--- src/rtl/dma_seq_pkg.sv ---
package dma_seq_pkg;

    typedef enum logic [2:0] {
        ST_IDLE  = 3'd0,
        ST_REQ   = 3'd1,
        ST_FETCH = 3'd2,
        ST_ACK   = 3'd3,
        ST_WRITE = 3'd4,
        ST_DONE  = 3'd5
    } seq_state_t;

    typedef enum logic {
        DIR_P2M = 1'b0,
        DIR_M2P = 1'b1
    } xfer_dir_t;

    typedef struct packed {
        logic hold_req;
        logic dack;
        logic mem_rd;
        logic mem_wr;
        logic step;
    } seq_ctl_t;

    function automatic int unit_width(input int unit_bytes);
        return 8 * unit_bytes;
    endfunction

    function automatic seq_ctl_t decode_ctl(input seq_state_t s);
        seq_ctl_t c;
        c = '0;
        case (s)
            ST_REQ:   c.hold_req = 1'b1;
            ST_FETCH: begin c.hold_req = 1'b1; c.mem_rd = 1'b1; end
            ST_ACK:   begin c.hold_req = 1'b1; c.dack = 1'b1; end
            ST_WRITE: begin c.hold_req = 1'b1; c.mem_wr = 1'b1; end
            ST_DONE:  c.step = 1'b1;
            default:  c = '0;
        endcase
        return c;
    endfunction

    function automatic logic needs_fetch(input xfer_dir_t d);
        return d == DIR_M2P;
    endfunction

endpackage

--- src/rtl/dma_chan_ctl.sv ---
module dma_chan_ctl
    import dma_seq_pkg::*;
(
    input  logic      clk,
    input  logic      rst,
    input  logic      arm,
    input  logic      arm_dir,
    input  logic      idle,
    input  logic      final_done,
    output logic      en,
    output xfer_dir_t dir
);

    always_ff @(posedge clk) begin
        if (rst) begin
            en  <= 1'b0;
            dir <= DIR_P2M;
        end else if (final_done) begin
            en  <= 1'b0;
        end else if (arm && idle) begin
            en  <= 1'b1;
            dir <= xfer_dir_t'(arm_dir);
        end
    end

    assert_disable_after_tc_R8: assert property (@(posedge clk) disable iff (rst)
        final_done |=> !en);

    assert_dir_held_busy_R9: assert property (@(posedge clk) disable iff (rst)
        !idle |=> $stable(dir));

endmodule

--- src/rtl/dma_seq_fsm.sv ---
module dma_seq_fsm
    import dma_seq_pkg::*;
(
    input  logic      clk,
    input  logic      rst,
    input  logic      en,
    input  xfer_dir_t dir,
    input  logic      dreq,
    input  logic      hold_ack,
    input  logic      last_unit,
    input  logic      mem_ready,
    output seq_ctl_t  ctl,
    output logic      tc,
    output logic      idle,
    output logic      final_done,
    output logic      cap_per,
    output logic      cap_mem
);

    seq_state_t state, state_nx;
    logic       last_q;

    always_comb begin
        state_nx = state;
        case (state)
            ST_IDLE:  if (en && dreq && !hold_ack) state_nx = ST_REQ;
            ST_REQ:   if (hold_ack) state_nx = needs_fetch(dir) ? ST_FETCH : ST_ACK;
            ST_FETCH: if (mem_ready) state_nx = ST_ACK;
            ST_ACK:   state_nx = needs_fetch(dir) ? ST_DONE : ST_WRITE;
            ST_WRITE: if (mem_ready) state_nx = ST_DONE;
            ST_DONE:  state_nx = ST_IDLE;
            default:  state_nx = ST_IDLE;
        endcase
    end

    always_ff @(posedge clk) begin
        if (rst) begin
            state  <= ST_IDLE;
            last_q <= 1'b0;
        end else begin
            state <= state_nx;
            if (state == ST_IDLE && state_nx == ST_REQ)
                last_q <= last_unit;
        end
    end

    assign ctl        = decode_ctl(state);
    assign tc         = ctl.dack && last_q;
    assign idle       = (state == ST_IDLE);
    assign final_done = ctl.step && last_q;
    assign cap_per    = ctl.dack && !needs_fetch(dir);
    assign cap_mem    = ctl.mem_rd && mem_ready;

    assert_req_after_drq_R2: assert property (@(posedge clk) disable iff (rst)
        (idle && en && dreq && !hold_ack) |=> ctl.hold_req);

    assert_dack_needs_grant_R2: assert property (@(posedge clk) disable iff (rst)
        ctl.dack |-> hold_ack);

    assert_write_after_ack_R3: assert property (@(posedge clk) disable iff (rst)
        $rose(ctl.mem_wr) |-> $past(ctl.dack));

    assert_fetch_before_ack_R4: assert property (@(posedge clk) disable iff (rst)
        ($rose(ctl.dack) && dir == DIR_M2P) |-> $past(ctl.mem_rd && mem_ready));

    assert_tc_in_dack_R5: assert property (@(posedge clk) disable iff (rst)
        tc |-> ctl.dack);

    assert_dack_one_cycle_R6: assert property (@(posedge clk) disable iff (rst)
        ctl.dack |=> !ctl.dack);

    assert_release_after_unit_R7: assert property (@(posedge clk) disable iff (rst)
        ctl.step |-> (!ctl.hold_req && !ctl.dack));

endmodule

--- src/rtl/dma_seq_data.sv ---
module dma_seq_data #(
    parameter int DATA_W = 16
) (
    input  logic              clk,
    input  logic              rst,
    input  logic              cap_per,
    input  logic              cap_mem,
    input  logic [DATA_W-1:0] per_rdata,
    input  logic [DATA_W-1:0] mem_rdata,
    output logic [DATA_W-1:0] word_q
);

    always_ff @(posedge clk) begin
        if (rst)
            word_q <= '0;
        else if (cap_per)
            word_q <= per_rdata;
        else if (cap_mem)
            word_q <= mem_rdata;
    end

    assert_single_capture_R3: assert property (@(posedge clk) disable iff (rst)
        !(cap_per && cap_mem));

endmodule

--- src/rtl/dma_xfer_seq.sv ---
module dma_xfer_seq
    import dma_seq_pkg::*;
#(
    parameter  int UNIT_BYTES = 2,
    localparam int DATA_W     = unit_width(UNIT_BYTES)
) (
    input  logic              clk,
    input  logic              rst,
    input  logic              arm,
    input  logic              arm_dir,
    input  logic              dreq,
    input  logic              last_unit,
    input  logic              hold_ack,
    input  logic              mem_ready,
    input  logic [DATA_W-1:0] mem_rdata,
    input  logic [DATA_W-1:0] per_rdata,
    output logic              hold_req,
    output logic              dack,
    output logic              tc,
    output logic              mem_rd,
    output logic              mem_wr,
    output logic [DATA_W-1:0] mem_wdata,
    output logic [DATA_W-1:0] per_wdata,
    output logic              xfer_step
);

    logic        en, idle, final_done, cap_per, cap_mem;
    xfer_dir_t   dir;
    seq_ctl_t    ctl;
    logic [DATA_W-1:0] word_q;

    dma_chan_ctl u_ctl (
        .clk        (clk),
        .rst        (rst),
        .arm        (arm),
        .arm_dir    (arm_dir),
        .idle       (idle),
        .final_done (final_done),
        .en         (en),
        .dir        (dir)
    );

    dma_seq_fsm u_fsm (
        .clk        (clk),
        .rst        (rst),
        .en         (en),
        .dir        (dir),
        .dreq       (dreq),
        .hold_ack   (hold_ack),
        .last_unit  (last_unit),
        .mem_ready  (mem_ready),
        .ctl        (ctl),
        .tc         (tc),
        .idle       (idle),
        .final_done (final_done),
        .cap_per    (cap_per),
        .cap_mem    (cap_mem)
    );

    dma_seq_data #(.DATA_W(DATA_W)) u_data (
        .clk        (clk),
        .rst        (rst),
        .cap_per    (cap_per),
        .cap_mem    (cap_mem),
        .per_rdata  (per_rdata),
        .mem_rdata  (mem_rdata),
        .word_q     (word_q)
    );

    assign hold_req  = ctl.hold_req;
    assign dack      = ctl.dack;
    assign mem_rd    = ctl.mem_rd;
    assign mem_wr    = ctl.mem_wr;
    assign xfer_step = ctl.step;
    assign mem_wdata = word_q;
    assign per_wdata = word_q;

    assert_strobes_exclusive_R3: assert property (@(posedge clk) disable iff (rst)
        !((mem_rd || mem_wr) && dack));

    assert_no_req_disabled_R8: assert property (@(posedge clk) disable iff (rst)
        (!en && idle) |=> !hold_req);

endmodule

--- config.mk ---
export PLATFORM = sky130hd
export DESIGN_NAME = dma_xfer_seq
export DESIGN_NICKNAME = d
export VERILOG_FILES = /design/src/rtl/dma_seq_pkg.sv /design/src/rtl/dma_chan_ctl.sv /design/src/rtl/dma_seq_fsm.sv /design/src/rtl/dma_seq_data.sv /design/src/rtl/dma_xfer_seq.sv
export SDC_FILE = /design/constraint.sdc
export NUM_CORES = 1
export LEC_CHECK = 0
export BUFFER_PORTS_ARGS = -buffer_cell sky130_fd_sc_hd__clkbuf_2
export CAP_MARGIN = 40
export CORE_MARGIN = 4
export CORE_UTILIZATION = 43
export DETAILED_ROUTE_END_ITERATION = 8
export HOLD_SLACK_MARGIN = 0.02
export PLACE_DENSITY = 0.88
export SYNTH_ARGS = -nofsm -noshare
export SYNTH_HDL_FRONTEND = slang
export SYNTH_HIERARCHICAL = 1
export SYNTH_SLANG_ARGS = --single-unit
export TNS_END_PERCENT = 1
--- constraint.sdc ---
create_clock -name clk -period 1.9 [get_ports clk]
set_input_delay 0.38 -clock clk [delete_from_list [all_inputs] [get_ports clk]]
set_output_delay 0.38 -clock clk [all_outputs]
set_load 0.02 [all_outputs]
* Yosys cells after proc, flatten, opt, wreduce, memory -nomap -nowiden
Cells that the tools add are included.
** Cells by class
- Equal/unequal tests :: 6
- Mux-type cells :: 14
- Bitwise logic cells :: 1
- Reductions and logical operators :: 15
** Operators with widths (number)
- $mux W16 :: 2
- $pmux W3 S5 :: 1
- $mux W3 :: 4
- $logic_and A1 B1 Y1 :: 8
- $mux W1 :: 7
- $eq A3 B1 Y1 const B :: 2
- $eq A3 B2 Y1 const B :: 2
- $eq A3 B3 Y1 const B :: 2
- $reduce_or A4 Y1 :: 1
- $logic_not A3 Y1 :: 1
- $logic_not A1 Y1 :: 2
- $reduce_and A2 Y1 :: 1
- $reduce_bool A2 Y1 :: 1
- $reduce_or A2 Y1 :: 1
- $not A1 Y1 :: 1
** Word-level totals
- Register bits after elaboration :: 22
- Bits of input ports :: 40
- Output and inout bits :: 38
- Word-level logic and storage cells :: 41

* Logic depth before layout (Yosys ltp)
- Depth in word-level cells :: 6
- Gate-level depth with buffers :: 7
- Gate-level depth less buffers :: 5

* Cells and area by module
The synthesis kept the hierarchy.
** By module, submodules not included
- dma_seq_data :: times used 1, cells an instance 71, area each 805.8 um^2, seq. area each 320.3 um^2
- dma_seq_fsm :: times used 1, cells an instance 38, area each 305.3 um^2, seq. area each 80.1 um^2
- dma_xfer_seq :: times used 1, cells an instance 16, area each 120.1 um^2, seq. area each 0.0 um^2
- dma_chan_ctl :: times used 1, cells an instance 8, area each 80.1 um^2, seq. area each 40.0 um^2

* Worst setup path after synthesis
OpenSTA, ideal clock, no wires.
- Path type :: register to register
- Start point :: register u_fsm.state[1]
- End point :: register u_data.word_q[10]
- Setup time :: 126 ps
- Arrival time :: 1841 ps
- Required time :: 1774 ps
- Path slack :: -67 ps
- Stages on the path, launching flop included :: 8
- Path buffers :: 3
- Clock period less this slack :: 1967 ps
- Cells stage by stage :: dfxtp_1 buf_2 nor3b_1 and2_1 buf_6 buf_12 mux2i_1 a211oi_2
** Between the ends
- Word-level cells in the longest chain between the ends :: 4
- Elaborated cells between the ends (all ways) :: 8
- Those cells by class :: 2 x eq/ne; 3 x mux; 3 x reduce/logical
** RTL lines
- from (decl) :: RTL line dma_seq_fsm.sv:20 : seq_state_t state, state_nx;
- from (signal assigned) :: RTL line dma_seq_fsm.sv:41 : state <= state_nx;
- $eq A3 B2 Y1 :: RTL line dma_seq_pkg.sv:32 : case (s)
- $mux W1 :: RTL line dma_seq_pkg.sv:32
- via mem_rd :: RTL line dma_xfer_seq.sv:20 : output logic mem_rd,
- $logic_and A1 B1 Y1 :: RTL line dma_seq_fsm.sv:52 : assign cap_mem = ctl.mem_rd && mem_ready;
- via cap_mem :: RTL line dma_xfer_seq.sv:27 : logic en, idle, final_done, cap_per, cap_mem;
- $reduce_bool A2 Y1 (no source line)
- to (signal assigned) :: RTL line dma_seq_data.sv:17 : word_q <= per_rdata;
- to (signal assigned) :: RTL line dma_seq_data.sv:19 : word_q <= mem_rdata;
- to (decl) :: RTL line dma_seq_data.sv:10 : output logic [DATA_W-1:0] word_q
The timed path passes the listed nets, and every way through them passes these cells.
A chain may end at the register's enable or synchronous reset.

* Worst setup path in the final report
- Start point :: register u_fsm.state[1]
- End point :: output port hold_req
** Between the ends
- Word-level cells in the longest chain between the ends :: 3
- Elaborated cells between the ends (all ways) :: 6
- Those cells by class :: 4 x eq/ne; 1 x mux; 1 x reduce/logical
** RTL lines
- $eq A3 B1 Y1, or another cell as far along :: RTL line dma_seq_pkg.sv:32
- $reduce_or A4 Y1 (no source line) (*)
- $mux W1 (*) :: RTL line dma_seq_pkg.sv:32
- to (decl) :: RTL line dma_xfer_seq.sv:17 : output logic hold_req,
Mark *: on every way between the ends. The rest lies on a longest branch, timed or not.

==> impl_metrics.py <==
metrics = {
    "global_route": {
        "grt_use_total_pct": 14.8,
        "globalRouteOverflowTotal": 0,
        "use_met1_pct": 16.7,
        "grt_pass1_wl_um": 4950,
        "grt_pass1_vias": 1119,
        "use_met2_pct": 27.1,
        "use_met3_pct": 5.51,
        "busiest_layer": "met2",
        "antenna_found_initial": 0,
        "grt_start_max_net_pins": 24,
    },
    "floorplan": {
        "ios": 78,
        "num_rows": 19,
        "dieArea_um2": 4000,
        "fp.dieW_um": 63.2,
        "core_um2": 2830,
        "die_height_um": 63.2,
        "initial_core_util_pct": 46.4,
    },
    "sta": {
        "setup_viol": 0,
        "finalSetupTns_ps": 0,
        "tightest_slew_ps": 666,
        "finalHoldViolations": 0,
        "rsz0062_at_grt": "no",
        "layout_min_cycle_time_ps": 1730,
        "drv_slew": 0,
        "fmax_mhz": 580,
        "period_share_pct": 90.8,
        "clock_skew_ps": 2.06,
        "slew_headroom_pct": 55.5,
        "setup_ws_ps": 175,
    },
    "synth": {
        "synth_edf_count": 0,
        "synthTopCellsByArea": "dfxtp_1 (34%), mux2i_1 (13%), buf_4 (9.7%)",
        "syn-num-nets": 173,
        "synth-main-ff-cell": "dfxtp_1",
        "synth_common_cells": "dfxtp_1 (22), nor2b_1 (19), buf_4 (17), mux2i_1 (17), a211oi_2 (10)",
        "async_flop_share_pct": 0,
        "yosysMostFrequentCell": "dfxtp_1",
        "syn_area_per_cell_um2": 9.86,
        "yosys.cell_types.count": 31,
        "netlist.area_leader.share_pct": 33.6,
        "synth_seq_cells": 22,
        "yosysWarningCount": 6,
        "synth-seq-area-share_pct": 33.6,
        "synthCells": 133,
        "synth_area_um2": 1310,
        "synth_top_area_cell": "dfxtp_1",
    },
    "clock_tree": {
        "cts_resized": 0,
        "htreeDepth": 1,
        "path_clk_slew_ps": 120,
        "clkSinkCount": 22,
        "cts_made_buffers": 3,
        "root_buffer": "clkbuf_4",
        "cts_tree": "done",
        "clk_path_buf_depth": 2,
        "hold_buffers": 0,
        "insertion_delay_ps": 300,
        "cts_setup_buffers": 0,
    },
    "drt": {
        "final_antenna_net_count": 0,
        "drt_iter0_markers": 32,
        "wl_per_cell_um": 12.8,
        "routed_wl_um": 2900,
        "vias_per_cell": 4.98,
        "drc": 0,
        "dr.pass1.iters": 4,
        "num_vias": 1126,
    },
    "setup_path": {
        "crit_type": "flop to output pin",
        "worstRegToRegCells": 5,
        "startpoint_type": "flop",
        "cp_data_required_time_ps": 1520,
        "cp_data_arrival_time_ps": 1350,
        "worstPathMaxFanout": 9,
        "end_kind": "output pin",
    },
    "finish": {
        "areaGrowthSynthToFinish_pct": 24.0,
        "drive_gt1_share_pct": 53.8,
        "num_antenna_cells": 0,
        "finalNetCount": 236,
    },
    "worst_hold_path": {
        "worstHoldPathCells": 3,
        "hold_path.class": "input pin to flop",
    },
    "place": {
        "hpwl_um": 2350,
        "portBuffers": 77,
        "gp_congestion": 0.911,
        "post-place-ws_ps": 285,
    },
    "run": {
        "maxCapViolCount": 0,
    },
    "pwr": {
        "p_leak_nw": 0.754,
        "p_total_mw": 0.884,
        "combinationalPowerShare_pct": 16.7,
        "power_density_nw_per_um2": 543,
        "switchingPower_mw": 0.222,
        "vdd_ir_drop_max_mv": 0.498,
        "internal_power_mw": 0.661,
        "swShare_pct": 25.2,
        "clockPowerShare_pct": 28.4,
        "p_seq_share_pct": 54.8,
    },
    "outcome": {
        "outcome": "finished clean",
    },
}
[path summary, 6_finish.rpt]
kind | from | to | slack, ps
setup / recovery | u_fsm/state[1] | hold_req | 170
hold / removal | arm_dir | u_ctl/dir | 300
setup reg to reg | u_fsm/state[1] | u_data/word_q[9] | 260
hold reg to reg | u_ctl/en | u_ctl/en | 530
[critical path, cell delays in order, from the launching register on]
cell and delay [ps]:
dfxtp_1 530, nor2_1 130, nor2b_2 160, nor2_1 60
clkbuf_2 160
[cells by family (layout without fill, tap and decap cells)]
| group | Yosys count | count (layout) | share of synthesized area [%] |
|---|---|---|---|
| xor+xnor | 1 | 1 | 0.668 |
| buf+inv | 28 | 90 | 15.5 |
| flops | 22 | 22 | 33.6 |
| mux | 17 | 17 | 13.0 |
| simple gates | 42 | 42 | 20.4 |
| compound gates | 23 | 23 | 16.9 |
[final cells by class]
type | instances | area (um^2)
multi-input combinational | 83 | 673
fill | 265 | 1200
clock buffer | 4 | 36.3
timing repair buffer | 82 | 423
sequential | 22 | 440
inverter | 4 | 15.0
tap | 31 | 38.8
[metrics by stage]
step	area (um^2)	utilization, %	cells	hold slack [ps]
2_1_floorplan	1320	-	133	448
3_3_place_gp	1590	56.2	222	491
3_5_place_dp	1590	56.2	222	505
4_1_cts	1630	57.5	226	289
5_1_grt	1630	57.5	226	307
6_report	1630	57.5	226	301
[cell usage in the layout, fill, tap and decap left out]
| master | netlist | routed |
|---|---|---|
| clkbuf_2 | 0 | 77 |
| dfxtp_1 | 22 | 22 |
| nor2b_1 | 19 | 19 |
| mux2i_1 | 17 | 17 |
| a211oi_2 | 10 | 10 |
| a211oi_1 | 6 | 6 |
| buf_4 | 17 | 5 |
| a21oi_1 | 4 | 4 |
| inv_1 | 4 | 4 |
| nor2_1 | 4 | 4 |
| clkbuf_4 | 0 | 3 |
| nand2b_1 | 3 | 3 |
| nand2_1 | 3 | 3 |
| nand3b_1 | 2 | 2 |
| nor3_1 | 2 | 2 |
| clkbuf_8 | 0 | 1 |
| and2b_2 | 1 | 1 |
| nor3b_2 | 0 | 1 |
| nor3_4 | 1 | 1 |
| and2_2 | 1 | 1 |
| and3_2 | 1 | 1 |
| and2_1 | 1 | 1 |
| nor2b_2 | 1 | 1 |
| o211ai_1 | 1 | 1 |
| nand3_2 | 1 | 1 |
| xor2_1 | 1 | 1 |
| a311oi_2 | 1 | 1 |
| nand4_1 | 1 | 1 |
| a31o_2 | 1 | 1 |
[per-layer routing]
metal	wire length [um]	part of all wire [%]
met1	1200	41
met2	1400	48
met3	292	10
met4	9	0.31
met5	0	0
[power by group through the flow]
stage	Combinational [mW]	Sequential [mW]	Clock (mW)
2_1_floorplan	0.0828	0.501	0
3_3_place_gp	0.147	0.494	0
3_5_place_dp	0.148	0.495	0
4_1_cts	0.149	0.485	0.265
5_1_grt	0.162	0.487	0.279
6_report	0.148	0.485	0.251
[flip-flops by register name (all words and copies together) (netlist names)]
signal	flops
u_data/word_q	16
u_fsm/state	3
u_ctl/dir	1
u_ctl/en	1
u_fsm/last_q	1
No activity file was read; power rests on OpenSTA's default activity.
